**src/rtl/dma_seq_pkg.sv**
```systemverilog
package dma_seq_pkg;

  typedef enum logic [2:0] {
    S_IDLE,
    S_BUSREQ,
    S_FETCH,
    S_DEPOSIT,
    S_RELEASE
  } seq_state_e;

  localparam logic [1:0] CYC_NONE    = 2'b00;
  localparam logic [1:0] CYC_FETCH   = 2'b01;
  localparam logic [1:0] CYC_DEPOSIT = 2'b10;
  localparam logic [1:0] CYC_RELEASE = 2'b11;

  localparam logic [1:0] MODE_SRC = 2'b01;
  localparam logic [1:0] MODE_DST = 2'b10;

  function automatic logic is_free(input logic [1:0] m);
    return (m == 2'b00) || (m == 2'b11);
  endfunction

endpackage

```
**src/rtl/dma_req_sync.sv**
```systemverilog
module dma_req_sync #(
  parameter int STAGES = 2
) (
  input  logic clk,
  input  logic rst,
  input  logic async_i,
  output logic sync_o
);
  logic [STAGES-1:0] pipe_q;

  generate
    if (STAGES == 1) begin : g_single
      always_ff @(posedge clk) begin
        if (rst) pipe_q <= '0;
        else     pipe_q <= async_i;
      end
    end else begin : g_chain
      always_ff @(posedge clk) begin
        if (rst) pipe_q <= '0;
        else     pipe_q <= {pipe_q[STAGES-2:0], async_i};
      end
    end
  endgenerate

  assign sync_o = pipe_q[STAGES-1];
endmodule

```
**src/rtl/dma_seq_fsm.sv**
```systemverilog
module dma_seq_fsm
  import dma_seq_pkg::*;
#(
  parameter int T_STATES   = 4,
  parameter int GAP_STATES = 2,
  localparam int TW = $clog2(T_STATES),
  localparam int GW = $clog2(GAP_STATES + 1)
) (
  input  logic           clk,
  input  logic           rst,
  input  logic           en_i,
  input  logic [1:0]     mode_i,
  input  logic           sreq_i,
  input  logic           grant_i,
  output seq_state_e     st_n,
  output logic [TW-1:0]  tcnt_n,
  output logic [1:0]     mode_n
);
  localparam logic [TW-1:0] T_LAST = TW'(T_STATES - 1);
  localparam logic [GW-1:0] G_LAST = GW'(GAP_STATES - 1);

  seq_state_e    st_q;
  logic [TW-1:0] tcnt_q;
  logic [GW-1:0] gcnt_q, gcnt_n;
  logic          more_q, more_n;
  logic [1:0]    mode_q;

  always_comb begin
    st_n   = st_q;
    tcnt_n = tcnt_q;
    gcnt_n = gcnt_q;
    more_n = more_q;
    mode_n = mode_q;
    case (st_q)
      S_IDLE: begin
        if (en_i && (is_free(mode_i) || sreq_i)) begin
          st_n   = S_BUSREQ;
          mode_n = mode_i;
        end
      end
      S_BUSREQ: begin
        if (grant_i) begin
          st_n   = S_FETCH;
          tcnt_n = '0;
        end
      end
      S_FETCH: begin
        if (tcnt_q == T_LAST) begin
          st_n   = S_DEPOSIT;
          tcnt_n = '0;
        end else begin
          tcnt_n = tcnt_q + 1'b1;
        end
      end
      S_DEPOSIT: begin
        if (tcnt_q == '0) more_n = is_free(mode_q) | sreq_i;
        if (tcnt_q == T_LAST) begin
          tcnt_n = '0;
          if (mode_q == MODE_DST) begin
            st_n   = S_RELEASE;
            gcnt_n = '0;
          end else if (en_i && more_q) begin
            st_n = S_FETCH;
          end else begin
            st_n = S_IDLE;
          end
        end else begin
          tcnt_n = tcnt_q + 1'b1;
        end
      end
      S_RELEASE: begin
        if (gcnt_q == G_LAST) st_n = (en_i && more_q) ? S_BUSREQ : S_IDLE;
        else                  gcnt_n = gcnt_q + 1'b1;
      end
      default: st_n = S_IDLE;
    endcase
  end

  always_ff @(posedge clk) begin
    if (rst) begin
      st_q   <= S_IDLE;
      tcnt_q <= '0;
      gcnt_q <= '0;
      more_q <= 1'b0;
      mode_q <= 2'b00;
    end else begin
      st_q   <= st_n;
      tcnt_q <= tcnt_n;
      gcnt_q <= gcnt_n;
      more_q <= more_n;
      mode_q <= mode_n;
    end
  end


  grant_hold_chk: assert property (@(posedge clk) disable iff (rst)
    (st_q == S_BUSREQ && !grant_i) |=> st_q == S_BUSREQ);


  release_exit_chk: assert property (@(posedge clk) disable iff (rst)
    (st_q == S_RELEASE && gcnt_q == G_LAST && !more_q) |=> st_q == S_IDLE);
endmodule

```
**src/rtl/dma_seq_outreg.sv**
```systemverilog
module dma_seq_outreg
  import dma_seq_pkg::*;
#(
  parameter int TW = 2
) (
  input  logic          clk,
  input  logic          rst,
  input  seq_state_e    st_n,
  input  logic [TW-1:0] tcnt_n,
  input  logic [1:0]    mode_n,
  output logic [1:0]    cyc_o,
  output logic [TW-1:0] tst_o,
  output logic          req_o,
  output logic          ack_o
);
  logic [1:0]    cyc_d;
  logic [TW-1:0] tst_d;
  logic          req_d, ack_d;

  always_comb begin
    cyc_d = CYC_NONE;
    tst_d = '0;
    req_d = 1'b0;
    ack_d = 1'b0;
    case (st_n)
      S_BUSREQ: req_d = 1'b1;
      S_FETCH: begin
        cyc_d = CYC_FETCH;
        tst_d = tcnt_n;
        req_d = 1'b1;
        ack_d = (mode_n == MODE_SRC);
      end
      S_DEPOSIT: begin
        cyc_d = CYC_DEPOSIT;
        tst_d = tcnt_n;
        req_d = 1'b1;
        ack_d = (mode_n == MODE_DST);
      end
      S_RELEASE: cyc_d = CYC_RELEASE;
      default: ;
    endcase
  end

  always_ff @(posedge clk) begin
    if (rst) begin
      cyc_o <= CYC_NONE;
      tst_o <= '0;
      req_o <= 1'b0;
      ack_o <= 1'b0;
    end else begin
      cyc_o <= cyc_d;
      tst_o <= tst_d;
      req_o <= req_d;
      ack_o <= ack_d;
    end
  end
endmodule

```
**src/rtl/dma_chan_seq.sv**
```systemverilog
module dma_chan_seq
  import dma_seq_pkg::*;
#(
  parameter int T_STATES    = 4,
  parameter int GAP_STATES  = 2,
  parameter int SYNC_STAGES = 2,
  localparam int TW = $clog2(T_STATES)
) (
  input  logic          clk,
  input  logic          rst,
  input  logic          chan_en_i,
  input  logic [1:0]    mode_i,
  input  logic          dreq_i,
  input  logic          bus_grant_i,
  output logic          bus_req_o,
  output logic          ack_o,
  output logic [1:0]    cyc_o,
  output logic [TW-1:0] tstate_o
);
  localparam logic [TW-1:0] T_LAST = TW'(T_STATES - 1);

  logic          sreq;
  seq_state_e    st_n;
  logic [TW-1:0] tcnt_n;
  logic [1:0]    mode_n;

  dma_req_sync #(.STAGES(SYNC_STAGES)) u_sync (
    .clk(clk), .rst(rst), .async_i(dreq_i), .sync_o(sreq)
  );

  dma_seq_fsm #(.T_STATES(T_STATES), .GAP_STATES(GAP_STATES)) u_fsm (
    .clk(clk), .rst(rst), .en_i(chan_en_i), .mode_i(mode_i),
    .sreq_i(sreq), .grant_i(bus_grant_i),
    .st_n(st_n), .tcnt_n(tcnt_n), .mode_n(mode_n)
  );

  dma_seq_outreg #(.TW(TW)) u_out (
    .clk(clk), .rst(rst), .st_n(st_n), .tcnt_n(tcnt_n), .mode_n(mode_n),
    .cyc_o(cyc_o), .tst_o(tstate_o), .req_o(bus_req_o), .ack_o(ack_o)
  );


  ack_owner_chk: assert property (@(posedge clk) disable iff (rst)
    ack_o |-> bus_req_o);


  release_bus_chk: assert property (@(posedge clk) disable iff (rst)
    (cyc_o == CYC_RELEASE) |-> !bus_req_o);


  tstep_chk: assert property (@(posedge clk) disable iff (rst)
    ((cyc_o == CYC_FETCH || cyc_o == CYC_DEPOSIT) && tstate_o != T_LAST)
    |=> (cyc_o == $past(cyc_o)) && (tstate_o == $past(tstate_o) + 1'b1));


  fetch_to_dep_chk: assert property (@(posedge clk) disable iff (rst)
    (cyc_o == CYC_FETCH && tstate_o == T_LAST)
    |=> (cyc_o == CYC_DEPOSIT && tstate_o == '0));


  en_stop_chk: assert property (@(posedge clk) disable iff (rst)
    (cyc_o == CYC_DEPOSIT && tstate_o == T_LAST && !chan_en_i)
    |=> cyc_o != CYC_FETCH);
endmodule

```
**config.mk**
```make
export PLATFORM = sky130hd
export DESIGN_NAME = dma_chan_seq
export DESIGN_NICKNAME = d
export VERILOG_FILES = /design/src/rtl/dma_seq_pkg.sv /design/src/rtl/dma_req_sync.sv /design/src/rtl/dma_seq_fsm.sv /design/src/rtl/dma_seq_outreg.sv /design/src/rtl/dma_chan_seq.sv
export SDC_FILE = /design/constraint.sdc
export NUM_CORES = 1
export LEC_CHECK = 0
export CAP_MARGIN = 30
export CORE_ASPECT_RATIO = 0.9
export CORE_UTILIZATION = 50
export DETAILED_ROUTE_END_ITERATION = 16
export PLACE_DENSITY_LB_ADDON = 0.1
export SLEW_MARGIN = 20
export SYNTH_ARGS = -nofsm -noshare
export SYNTH_HDL_FRONTEND = slang
export SYNTH_SLANG_ARGS = --single-unit
```
**constraint.sdc**
```tcl
create_clock -name clk -period 1.8 [get_ports clk]
set_input_delay 0.36 -clock clk [delete_from_list [all_inputs] [get_ports clk]]
set_output_delay 0.36 -clock clk [all_outputs]
set_load 0.03 [all_outputs]
```
==> results.txt <==
Together, buffers and inverters on the worst path number 0. The placement row count is 15. The wire length of the first global-routing pass came out at 3540 um. In the synthesized netlist the dominant register cell turns out to be dfxtp_1. In this run, CTS created clock tree buffers numbering 3. The fraction of the mapped netlist area in simple logic gates came out at 24.6%. For this configuration, the core starts out at a cell density of 53.4%. The clock network fraction of design power is 23.4%.

Setup repair after global routing left no endpoint under its margin. The largest incremental delay on the critical path is 0.43 ns. The fraction of power spent switching nets came out at 27.2%. The transition time at the pin with the least slew margin is 0.407 ns. In this run, distinct cell masters in the synthesized netlist total 44. For this block, the initial DRC count from the detailed router was 27. The final antenna-violating net count came out at 0. The number of iterations in the first detailed-routing pass is 4. The proportion of synthesized flip-flops having asynchronous set or reset is 0%. The accumulated negative setup slack came out at 0 ns. The total count of max-transition violations in the final report came to 0. The number of global-route vias before repair came to 815. The synthesized design spends more area on one cell type than any other, namely dfxtp_1. The post-synthesis compound-gate area fraction came out at 20.5%. The root buffer cell chosen for the clock tree is clkbuf_4. The leftover overflow at the end of global routing is 0. The combinational power share came out at 23.5%. The number of buffers on the longest clock path came out at 2. The post-route cell area is 1290 um2. The net count of the mapped netlist is 119. The final-layout worst hold slack came out at 0.456 ns. The top-area cell type share of the netlist area is 34.9%. The synthesized netlist devotes 7.27% of its cell area to adder and majority cells.

The power density over the cells came out at 638 nW/um2. The area taken by flip-flops and latches came out at 360 um2. The largest individual stage delay along the critical path comes from the cell dfxtp_1.

The wire-length estimate of the detail-placed layout is 1670 um. The number of placed instances, taps included, is 152. The post-detailed-route DRC marker count is 0. Once layout is complete, the cells apart from fillers number 155. The cell-internal power came out at 0.000597 W. The full die area is 2250 um2. The maximum ir drop on the vdd rail is 381 uV. The maximum achievable frequency came out at 588 MHz. The final hold violation count was 0.

The clock-pin slew on the worst setup and hold paths is 0.09 ns. The net switching component of the power came out at 0.000224 W. After synthesis, the cell types taking the most area are dfxtp_1, ha_1, a21oi_1. The worst setup slack after layout came out at 0.0986 ns. The number of vias after detailed routing came out at 900. The count of final setup violators came out at 0. In this run the worst hold path is classified as reg -> reg. In this run the worst path has a maximum fanout of 5. The final antenna diode count came out at 0. The relative max-transition margin is 72.8%. The share of power burned in registers came out at 53.1%. The xor-xnor portion of the synthesized cell area came out at 1.70%. The proportion of synthesized chip area in sequential cells came out at 34.9%. The CTS tree is yes. Summing all placed instances gives a cell area of 1260 um2. The number of input and output port buffers inserted came out at 12. The placer congestion estimate came out at 0.836. The data arrival time of the worst path is 1.89 ns. The part of the cycle the worst path needs came out at 94.5%. After synthesis, the share of cell area in mux cells is 4.12%.

The worst clock skew came out at 0.000590 ns. The area added between synthesis and finish is 24.7%. Among all cell types in the netlist, the one instantiated most often is dfxtp_1. Traced cell by cell, the critical path runs through ha_1 -> xor2_1 -> a21oi_1 -> o221ai_2 -> mux2_2. The synthesis-stage register bit count is 18. The number of maximum-capacitance constraint violations is 0.

The net count of the finished layout came out at 145. The shortest clock period the worst path allows after layout is 1.70 ns. The number of warning messages in the yosys log is 0. The floorplan core area is 1930 um2.

The total routing usage reported by global routing is 21.3%. The detail-routed via count per cell is 5.81. The fraction of final layout cells with drive strength greater than 1 is 26.2%. The flow ran to the end, and the final reports show no timing, DRC or antenna violations. At the worst endpoint, the required time is 1.99 ns.

STA classifies the critical path endpoint as a flip-flop. The number of primary I/O pins came out at 13. In this design, the largest share of critical-path delay is due to flip-flops. The cell leakage power is 0.520 nW.

The initial antenna violation count came out at 0. The fill cell instance count of the final layout is 158. The netlist area before placement came out at 1030 um2. Before CTS, the worst setup slack after placement is -0.160 ns.

The depth of the CTS H-tree is 1. The synthesized area divided by synthesized cell count is 9.74 um2. The cell count after synthesis came out at 106. The total length of routed wires came out at 2170 um.

The multi-input gate area in the final layout is 607 um2. Sorting the synthesized cells by how often they occur yields dfxtp_1, inv_1, nor2_1, a21oi_1, ha_1. The worst setup path is launched from a flip-flop. The die span in y is 45.1 um. The critical path is of the reg -> reg type. The count of clock tree sinks came out at 18. The post-cts hold buffer count is 0.

Counting flops with a built-in enable in the synthesized netlist gives 0. In the final routed layout, each cell accounts on average for 14.0 um. After synthesis, the largest family of logic cells by area is simple AND/OR/NAND/NOR gates. From left edge to right edge, the die measures 49.9 um. The largest net degree at the start of global routing is 14. The clock insertion delay at the later pin of the skew report is 0.29 ns.
==> layout make-up <==
type                       instances  share of cell area, %
sequential                        18                   28.0
inverter                           7                   2.04
tap                               25                   2.43
timing repair buffer              28                   18.7
clock buffer                       3                   1.75
multi-input combinational         74                   47.1
==> routing by layer <==
metal  up-vias  global-route usage (%)  part of all wire (%)
met2        25                    35.9                    46
li1        435                       -                     -
met5         -                       0                     0
met4         0                    5.14                  0.18
met3         2                    7.41                   6.3
met1       438                    26.3                    48
==> sequential cells by signal, indices dropped and copies added (netlist names) <==
name,cells
u_fsm.gcnt_q,2
u_fsm.mode_q,2
u_out.ack_o,1
u_fsm.more_q,1
u_out.cyc_o,2
u_fsm.tcnt_q,2
u_fsm.st_q,3
u_sync.pipe_q,2
u_out.req_o,1
u_out.tst_o,2
==> placed cells by master (no fill, tap or decap), drive strengths merged, types with 3 or more instances in the layout <==
| cell | count |
|---|---|
| nor2b | 4 |
| inv | 7 |
| dfxtp | 18 |
| ha | 6 |
| o21ai | 4 |
| nor2 | 7 |
| buf | 16 |
| clkbuf | 3 |
| clkdlybuf4s50 | 12 |
| a21oi | 7 |
==> power groups by stage <==
stage	logic (W)	registers, W	clock network [W]
floorplan	0.000111	0.000443	0
global placement	0.000185	0.000443	0
detailed placement	0.000190	0.000444	0
CTS	0.000191	0.000435	0.000199
global route	0.000210	0.000439	0.000222
finish	0.000193	0.000436	0.000192
==> stage by stage <==
step | utilization [%] | total power, W
after floorplan | - | 0.000554
after global placement | 65.1 | 0.000628
after detailed placement | 65.1 | 0.000635
after CTS | 66.3 | 0.000826
after global routing | 66.6 | 0.000871
final | 66.6 | 0.000821
==> kinds of logic (layout without fill, tap and decap cells) <==
logic type,count (synthesis),count (layout)
simple gates,35,35
flops,18,18
mux,4,4
compound gates,27,27
fa+ha+maj,6,6
buf+inv,14,38
xor+xnor,2,2
==> worst paths after layout <==
kind	from	to	slack [ns]	depth (start not counted)
worst max-delay path	u_fsm.tcnt_q[0]	u_out.req_o	0.1	5
worst min-delay path	u_sync.pipe_q[0]	u_sync.pipe_q[1]	0.46	1
worst max register to register	u_fsm.tcnt_q[0]	u_out.req_o	0.1	5
worst min register to register	u_sync.pipe_q[0]	u_sync.pipe_q[1]	0.46	1
==> repair_timing <==
action | CTS | global route
buffers inserted | 0 | 0
endpoints found under the setup margin | 0 | 2
resized for setup | 0 | 1
Note: power is estimated with default switching activity, not from simulation.
